[src/rtl/lh_pkg.sv]
// Package: shared mode type, register map and fault-word bit positions
// for the limp-home safe-state controller.
package lh_pkg;
    typedef enum logic {
        LH_ACTIVE = 1'b0,
        LH_SAFE   = 1'b1
    } lh_mode_e;

    localparam int ADDR_W = 2;

    localparam logic [ADDR_W-1:0] REG_OUT  = 2'd0;
    localparam logic [ADDR_W-1:0] REG_SAFE = 2'd1;
    localparam logic [ADDR_W-1:0] REG_FLT  = 2'd2;
    localparam logic [ADDR_W-1:0] REG_WDL  = 2'd3;

    localparam int FLT_W    = 3;
    localparam int FLT_LIMP = 0;
    localparam int FLT_WDOG = 1;
    localparam int FLT_UV   = 2;
endpackage

[src/rtl/lh_sync.sv]
// Module: lh_sync
// Multi-flop synchroniser for one asynchronous level input.
// Assumes STAGES >= 2 and that the input stays steady for more than one clock.
module lh_sync #(
    parameter int STAGES = 2
) (
    input  logic clk,
    input  logic rst_n,
    input  logic async_i,
    output logic sync_o
);
    logic [STAGES-1:0] chain_q;

    // Shift the raw input through the flop chain.
    always_ff @(posedge clk) begin
        if (!rst_n) chain_q <= '0;
        else        chain_q <= {chain_q[STAGES-2:0], async_i};
    end

    assign sync_o = chain_q[STAGES-1];
endmodule

[src/rtl/lh_regs.sv]
// Module: lh_regs
// Host-writable configuration: the output pattern, the safe-state pattern and
// the watchdog timeout. It also decodes the write-one-to-clear strobes for the
// fault word. Assumes NCH <= DW and CNT_W <= DW. The contents change only
// on a write or on reset.
module lh_regs
    import lh_pkg::*;
#(
    parameter int NCH        = 4,
    parameter int DW         = 8,
    parameter int CNT_W      = 8,
    parameter int WD_DEFAULT = 12
) (
    input  logic              clk,
    input  logic              rst_n,
    input  logic              wr_en_i,
    input  logic [ADDR_W-1:0] wr_addr_i,
    input  logic [DW-1:0]     wr_data_i,
    output logic [NCH-1:0]    out_q,
    output logic [NCH-1:0]    safe_q,
    output logic [CNT_W-1:0]  limit_q,
    output logic              clr_limp,
    output logic              clr_wdog
);
    localparam logic [CNT_W-1:0] LIMIT_RST = CNT_W'(WD_DEFAULT);

    // Store register writes; nothing else changes the contents.
    always_ff @(posedge clk) begin
        if (!rst_n) begin
            out_q   <= '0;
            safe_q  <= '0;
            limit_q <= LIMIT_RST;
        end else if (wr_en_i) begin
            case (wr_addr_i)
                REG_OUT:  out_q   <= wr_data_i[NCH-1:0];
                REG_SAFE: safe_q  <= wr_data_i[NCH-1:0];
                REG_WDL:  limit_q <= wr_data_i[CNT_W-1:0];
                default:  ;
            endcase
        end
    end

    // Decode the write-one-to-clear requests on the fault word.
    always_comb begin
        clr_limp = wr_en_i && (wr_addr_i == REG_FLT) && wr_data_i[FLT_LIMP];
        clr_wdog = wr_en_i && (wr_addr_i == REG_FLT) && wr_data_i[FLT_WDOG];
    end
endmodule

[src/rtl/lh_wdog.sv]
// Module: lh_wdog
// Host refresh watchdog. While run_i is high the counter moves down by one each
// cycle, and a tick reloads it. While run_i is low it is held at the limit.
// expire_o is high while running with the counter at zero and no tick present.
module lh_wdog #(
    parameter int CNT_W = 8
) (
    input  logic             clk,
    input  logic             rst_n,
    input  logic             run_i,
    input  logic             tick_i,
    input  logic [CNT_W-1:0] limit_i,
    output logic             expire_o
);
    logic [CNT_W-1:0] cnt_q;

    // Reload when idle or refreshed, otherwise count down and stop at zero.
    always_ff @(posedge clk) begin
        if (!rst_n)                 cnt_q <= limit_i;
        else if (!run_i || tick_i)  cnt_q <= limit_i;
        else if (cnt_q != '0)       cnt_q <= cnt_q - 1'b1;
    end

    assign expire_o = run_i && !tick_i && (cnt_q == '0);
endmodule

[src/rtl/lh_chan_mux.sv]
// Module: lh_chan_mux
// Per-channel selection between the host output pattern and the safe pattern.
// Purely combinational; one selector per channel.
module lh_chan_mux #(
    parameter int NCH = 4
) (
    input  logic           safe_i,
    input  logic [NCH-1:0] host_i,
    input  logic [NCH-1:0] safe_pat_i,
    output logic [NCH-1:0] ch_o
);
    for (genvar g = 0; g < NCH; g++) begin : g_ch
        assign ch_o[g] = safe_i ? safe_pat_i[g] : host_i[g];
    end
endmodule

[src/rtl/lh_safe_ctrl.sv]
// Module: lh_safe_ctrl
// Top of the limp-home safe-state controller. A two-state machine (active/safe)
// enters safe only from active, on the synchronised pin or a watchdog expiry.
// It leaves only when the synchronised pin is low and the host clears the limp
// bit. Undervoltage is reported and never changes the mode. Assumes the pin is
// asynchronous and all other inputs are synchronous to clk.
module lh_safe_ctrl
    import lh_pkg::*;
#(
    parameter int NCH         = 4,
    parameter int DW          = 8,
    parameter int CNT_W       = 8,
    parameter int WD_DEFAULT  = 12,
    parameter int SYNC_STAGES = 2
) (
    input  logic              clk,
    input  logic              rst_n,
    input  logic              lh_pin_i,
    input  logic              wd_en_i,
    input  logic              wd_tick_i,
    input  logic              vdd_uv_i,
    input  logic              wr_en_i,
    input  logic [ADDR_W-1:0] wr_addr_i,
    input  logic [DW-1:0]     wr_data_i,
    output logic [NCH-1:0]    ch_en_o,
    output logic              safe_mode_o,
    output logic [FLT_W-1:0]  fault_o
);
    lh_mode_e         mode_q;
    logic             pin_s;
    logic             wd_expire;
    logic             wd_flt_q;
    logic             clr_limp;
    logic             clr_wdog;
    logic [NCH-1:0]   out_q;
    logic [NCH-1:0]   safe_q;
    logic [CNT_W-1:0] limit_q;

    lh_sync #(.STAGES(SYNC_STAGES)) u_sync (
        .clk     (clk),
        .rst_n   (rst_n),
        .async_i (lh_pin_i),
        .sync_o  (pin_s)
    );

    lh_regs #(.NCH(NCH), .DW(DW), .CNT_W(CNT_W), .WD_DEFAULT(WD_DEFAULT)) u_regs (
        .clk       (clk),
        .rst_n     (rst_n),
        .wr_en_i   (wr_en_i),
        .wr_addr_i (wr_addr_i),
        .wr_data_i (wr_data_i),
        .out_q     (out_q),
        .safe_q    (safe_q),
        .limit_q   (limit_q),
        .clr_limp  (clr_limp),
        .clr_wdog  (clr_wdog)
    );

    lh_wdog #(.CNT_W(CNT_W)) u_wdog (
        .clk      (clk),
        .rst_n    (rst_n),
        .run_i    (wd_en_i && (mode_q == LH_ACTIVE)),
        .tick_i   (wd_tick_i),
        .limit_i  (limit_q),
        .expire_o (wd_expire)
    );

    // Mode machine: enter safe only from active, leave only on pin low plus clear.
    always_ff @(posedge clk) begin
        if (!rst_n) begin
            mode_q <= LH_ACTIVE;
        end else begin
            case (mode_q)
                LH_ACTIVE: if (pin_s || wd_expire)  mode_q <= LH_SAFE;
                LH_SAFE:   if (clr_limp && !pin_s)  mode_q <= LH_ACTIVE;
                default:                            mode_q <= LH_ACTIVE;
            endcase
        end
    end

    // Sticky watchdog fault flag; a new expiry wins over a clear.
    always_ff @(posedge clk) begin
        if (!rst_n)         wd_flt_q <= 1'b0;
        else if (wd_expire) wd_flt_q <= 1'b1;
        else if (clr_wdog)  wd_flt_q <= 1'b0;
    end

    lh_chan_mux #(.NCH(NCH)) u_mux (
        .safe_i     (mode_q == LH_SAFE),
        .host_i     (out_q),
        .safe_pat_i (safe_q),
        .ch_o       (ch_en_o)
    );

    // Assemble the mode indication and the fault word.
    always_comb begin
        safe_mode_o       = (mode_q == LH_SAFE);
        fault_o           = '0;
        fault_o[FLT_LIMP] = (mode_q == LH_SAFE);
        fault_o[FLT_WDOG] = wd_flt_q;
        fault_o[FLT_UV]   = vdd_uv_i;
    end
endmodule

[config.mk]
export PLATFORM = sky130hd
export DESIGN_NAME = lh_safe_ctrl
export DESIGN_NICKNAME = d
export VERILOG_FILES = /design/src/rtl/lh_pkg.sv /design/src/rtl/lh_sync.sv /design/src/rtl/lh_regs.sv /design/src/rtl/lh_wdog.sv /design/src/rtl/lh_chan_mux.sv /design/src/rtl/lh_safe_ctrl.sv
export SDC_FILE = /design/constraint.sdc
export NUM_CORES = 1
export LEC_CHECK = 0
export ABC_AREA = 0
export BUFFER_PORTS_ARGS = -buffer_cell sky130_fd_sc_hd__buf_4
export CAP_MARGIN = 20
export CORE_MARGIN = 5
export CORE_UTILIZATION = 40
export DETAILED_ROUTE_END_ITERATION = 10
export GPL_TIMING_DRIVEN = 0
export HOLD_SLACK_MARGIN = 0.05
export PLACE_DENSITY = 0.64
export SLEW_MARGIN = 20
export SYNTH_ARGS = -nofsm -noshare
export SYNTH_HDL_FRONTEND = slang
export SYNTH_SLANG_ARGS = --single-unit
[constraint.sdc]
create_clock -name clk -period 2.1 [get_ports clk]
set_clock_uncertainty 0.05 [all_clocks]
set_input_delay 0.21 -clock clk [delete_from_list [all_inputs] [get_ports clk]]
set_output_delay 0.21 -clock clk [all_outputs]
set_load 0.05 [all_outputs]
==> impl_metrics.py <==
metrics = {
    "status": {
        "status": "complete, no violations",
    },
    "route": {
        "finalWirelength_um": 2540,
        "ant_nets": 0,
        "viasPerCell": 4.82,
        "firstDrtPassIters": 4,
        "post_drt_wl_per_cell_um": 12.3,
        "drtIter0Drc": 66,
        "post-route-drc-count": 0,
        "vias": 997,
    },
    "grt": {
        "antenna_found_initial": 0,
        "globalRouteOverflowTotal": 0,
        "grt_max_degree": 16,
        "grt_pass1_wl_um": 4470,
        "track_usage": 0.131,
        "grt_pass1_vias": 999,
    },
    "yosys": {
        "netlist_area_sq_mm": 0.00130,
        "synth_edf_count": 8,
        "synth_cell_types": 33,
        "yosys_warnings": 0,
        "synth_seq_cells": 28,
        "synth_fp_nets": 151,
        "ys.flop_type": "dfxtp_1",
        "syn-instance-count": 132,
        "synth_area_per_cell_sq_um": 9.85,
        "async_flop_share": 0,
        "ys_seq_area_frac": 0.493,
    },
    "pwr": {
        "vdd_drop_max_v": 0.000360,
        "p_leak_nw": 0.645,
        "power_density_mw_per_mm2": 615,
    },
    "layout": {
        "fin_nets": 183,
        "nFillCells": 305,
        "final_cell_mix": "27 x buf_4, 25 x nand2_1, 20 x dfxtp_1",
        "synthToLayoutAreaGrowth_pct": 22.4,
        "layout_commonest_cell": "buf_4",
        "drive_gt1_frac": 0.221,
        "antenna_cells": 0,
    },
    "sta": {
        "finalHoldViolCount": 0,
        "finalSetupTns_ns": 0,
        "whs_ns": 0.0807,
        "setup_viol": 0,
        "max_slew_margin": 0.650,
        "rsz0062_at_grt": "no",
        "post-route-min-period_ns": 1.74,
        "slew_violations": 0,
        "worst_pin_slew_ns": 0.520,
        "fin_crit_sh": 0.831,
        "fmax_mhz": 573,
    },
    "critical_path": {
        "r2r_end": "u_wdog.cnt_q[4]$_DFFE_PP_",
        "criticalPathCategory": "flop to primary output",
        "worst_setup_path_end_kind": "primary output",
        "cp-start-kind": "flop",
        "arrival_ns": 1.48,
        "critPathMaxFanout": 9,
        "reg2regPathDepth": 3,
        "crit-reg2reg-launch": "u_wdog.cnt_q[3]$_DFFE_PP_",
        "critical_path_required_ns": 1.84,
        "regToRegSetupSlack_ns": 0.38,
    },
    "floorplanning": {
        "die_w_um": 67.0,
        "start_util": 0.422,
        "design.die.area_sq_mm": 0.00449,
        "core_sq_mm": 0.00308,
        "ios": 25,
        "die_h_um": 67.0,
        "row_count": 20,
    },
    "clock_network": {
        "cts_max_level": 1,
        "insertion_delay_ns": 0.32,
        "clock_path_buffers": 2,
        "clock_sink_count": 28,
        "clkSlewWorstSetupHoldPaths_ns": 0.15,
        "cts_root_buf": "clkbuf_4",
        "numCtsBuffers": 3,
        "cts_tree": "yes",
    },
    "placement": {
        "gp_congestion": 0.839,
        "dp_hpwl_um": 1920,
        "io_buffers": 23,
    },
    "worst_hold_path": {
        "min_path_cells": 3,
        "holdPathEnd": "u_regs.limit_q[6]$_SDFFE_PN0P_",
        "min-delay-start": "wr_data_i[6]",
        "min_path_type": "input port to flop",
    },
    "job": {
        "drv_cap": 0,
    },
}
-- power breakdown --
part           leakage (nW)  total (mW)  switching, mW  internal (mW)
Clock                0.0154       0.224          0.154         0.0697
Combinational         0.376       0.154         0.0803         0.0740
Sequential            0.254       0.601         0.0204          0.581
Total                 0.645       0.979          0.255          0.724
-- synth_stat cells, types with 2 or more instances --
master	instances	area share
xnor2_1	3	0.020
edfxtp_1	8	0.18
mux2_2	4	0.035
nand2_1	25	0.072
mux2i_1	8	0.062
nand3_1	4	0.015
nor2b_1	8	0.039
buf_4	3	0.017
nand3b_1	2	0.012
nor4_1	2	0.0096
dfxtp_1	20	0.31
and2_1	2	0.0096
ha_1	2	0.019
a21boi_0	6	0.035
o21ai_0	7	0.027
nor2_1	2	0.0058
inv_1	5	0.014
clkbuf_1	4	0.012
nand4_1	3	0.014
-- per-stage QoR --
step           utilization  std cells  cell area [sq um]  power (mW)  setup slack [ns]
6_report             0.517        207               1590       0.979             0.355
5_1_grt              0.517        207               1590        1.03             0.274
2_1_floorplan            -        132               1300       0.704             0.358
4_1_cts              0.515        206               1580       0.990             0.101
3_5_place_dp         0.496        199               1530       0.764             0.124
3_3_place_gp         0.496        199               1530       0.761             0.176
-- routing by layer --
| metal | GRT usage | vias up | share of wire |
|---|---|---|---|
| met5 | 0 | - | 0 |
| met1 | 0.159 | 457 | 0.48 |
| li1 | - | 525 | - |
| met4 | 0.0532 | 0 | 0.0083 |
| met2 | 0.218 | 13 | 0.48 |
| met3 | 0.0320 | 2 | 0.032 |
-- worst max-delay path by stage --
| stage | endpoint | start |
|---|---|---|
| 2_1_floorplan | u_wdog.cnt_q[0]$_DFFE_PP_ | safe_mode_o$_SDFF_PN0_ |
| 3_3_place_gp | u_wdog.cnt_q[1]$_DFFE_PP_ | u_wdog.cnt_q[3]$_DFFE_PP_ |
| 3_5_place_dp | u_wdog.cnt_q[0]$_DFFE_PP_ | u_wdog.cnt_q[3]$_DFFE_PP_ |
| 4_1_cts | u_wdog.cnt_q[7]$_DFFE_PP_ | u_wdog.cnt_q[3]$_DFFE_PP_ |
| 5_1_grt | ch_en_o[0] | safe_mode_o$_SDFF_PN0_ |
| 6_report | ch_en_o[0] | safe_mode_o$_SDFF_PN0_ |
-- flip-flops by register name, indices dropped and copies added (netlist names) --
| signal | count |
|---|---|
| u_regs.safe_q | 4 |
| u_sync.chain_q | 2 |
| u_regs.out_q | 4 |
| u_regs.limit_q | 8 |
| u_wdog.cnt_q | 8 |
| wd_flt_q | 1 |
| safe_mode_o | 1 |
-- critical path, cell delays in order (launching register included) --
cell	delay [ns]
dfxtp_1	0.58
mux2_2	0.39
buf_4	0.19
-- cell families (layout without fill, tap and decap cells) --
logic type                 after synthesis  count (layout)  share of synthesized area
buffers and inverters                   12              43                     0.0433
muxes                                   12              12                     0.0962
DFF                                     28              28                      0.493
AOI/OAI and AO/OA                       18              18                     0.0914
and+or+nand+nor                         57              57                      0.237
adders and majority gates                2               2                     0.0192
xor gates and xnor gates                 3               3                     0.0202
-- timing repair --
item                                    CTS  global route
hold endpoints to repair                  3             0
gates resized for setup                   0             0
hold buffers                              3             0
endpoints found under the setup margin    0             8
buffers inserted                          0             1
-- cell type report --
type                            count  area, sq um  share of cell area
Inverter                            5         18.8              0.0118
Sequential cell                    28          641               0.403
Tap cell                           44         55.1              0.0346
Clock buffer                        3         22.5              0.0142
Buffer                              7         37.5              0.0236
Timing Repair Buffer               27          210               0.132
Multi-Input combinational cell     92          603               0.379
Clock inverter                      1         3.75             0.00236
No activity file was read; power rests on OpenSTA's default activity.
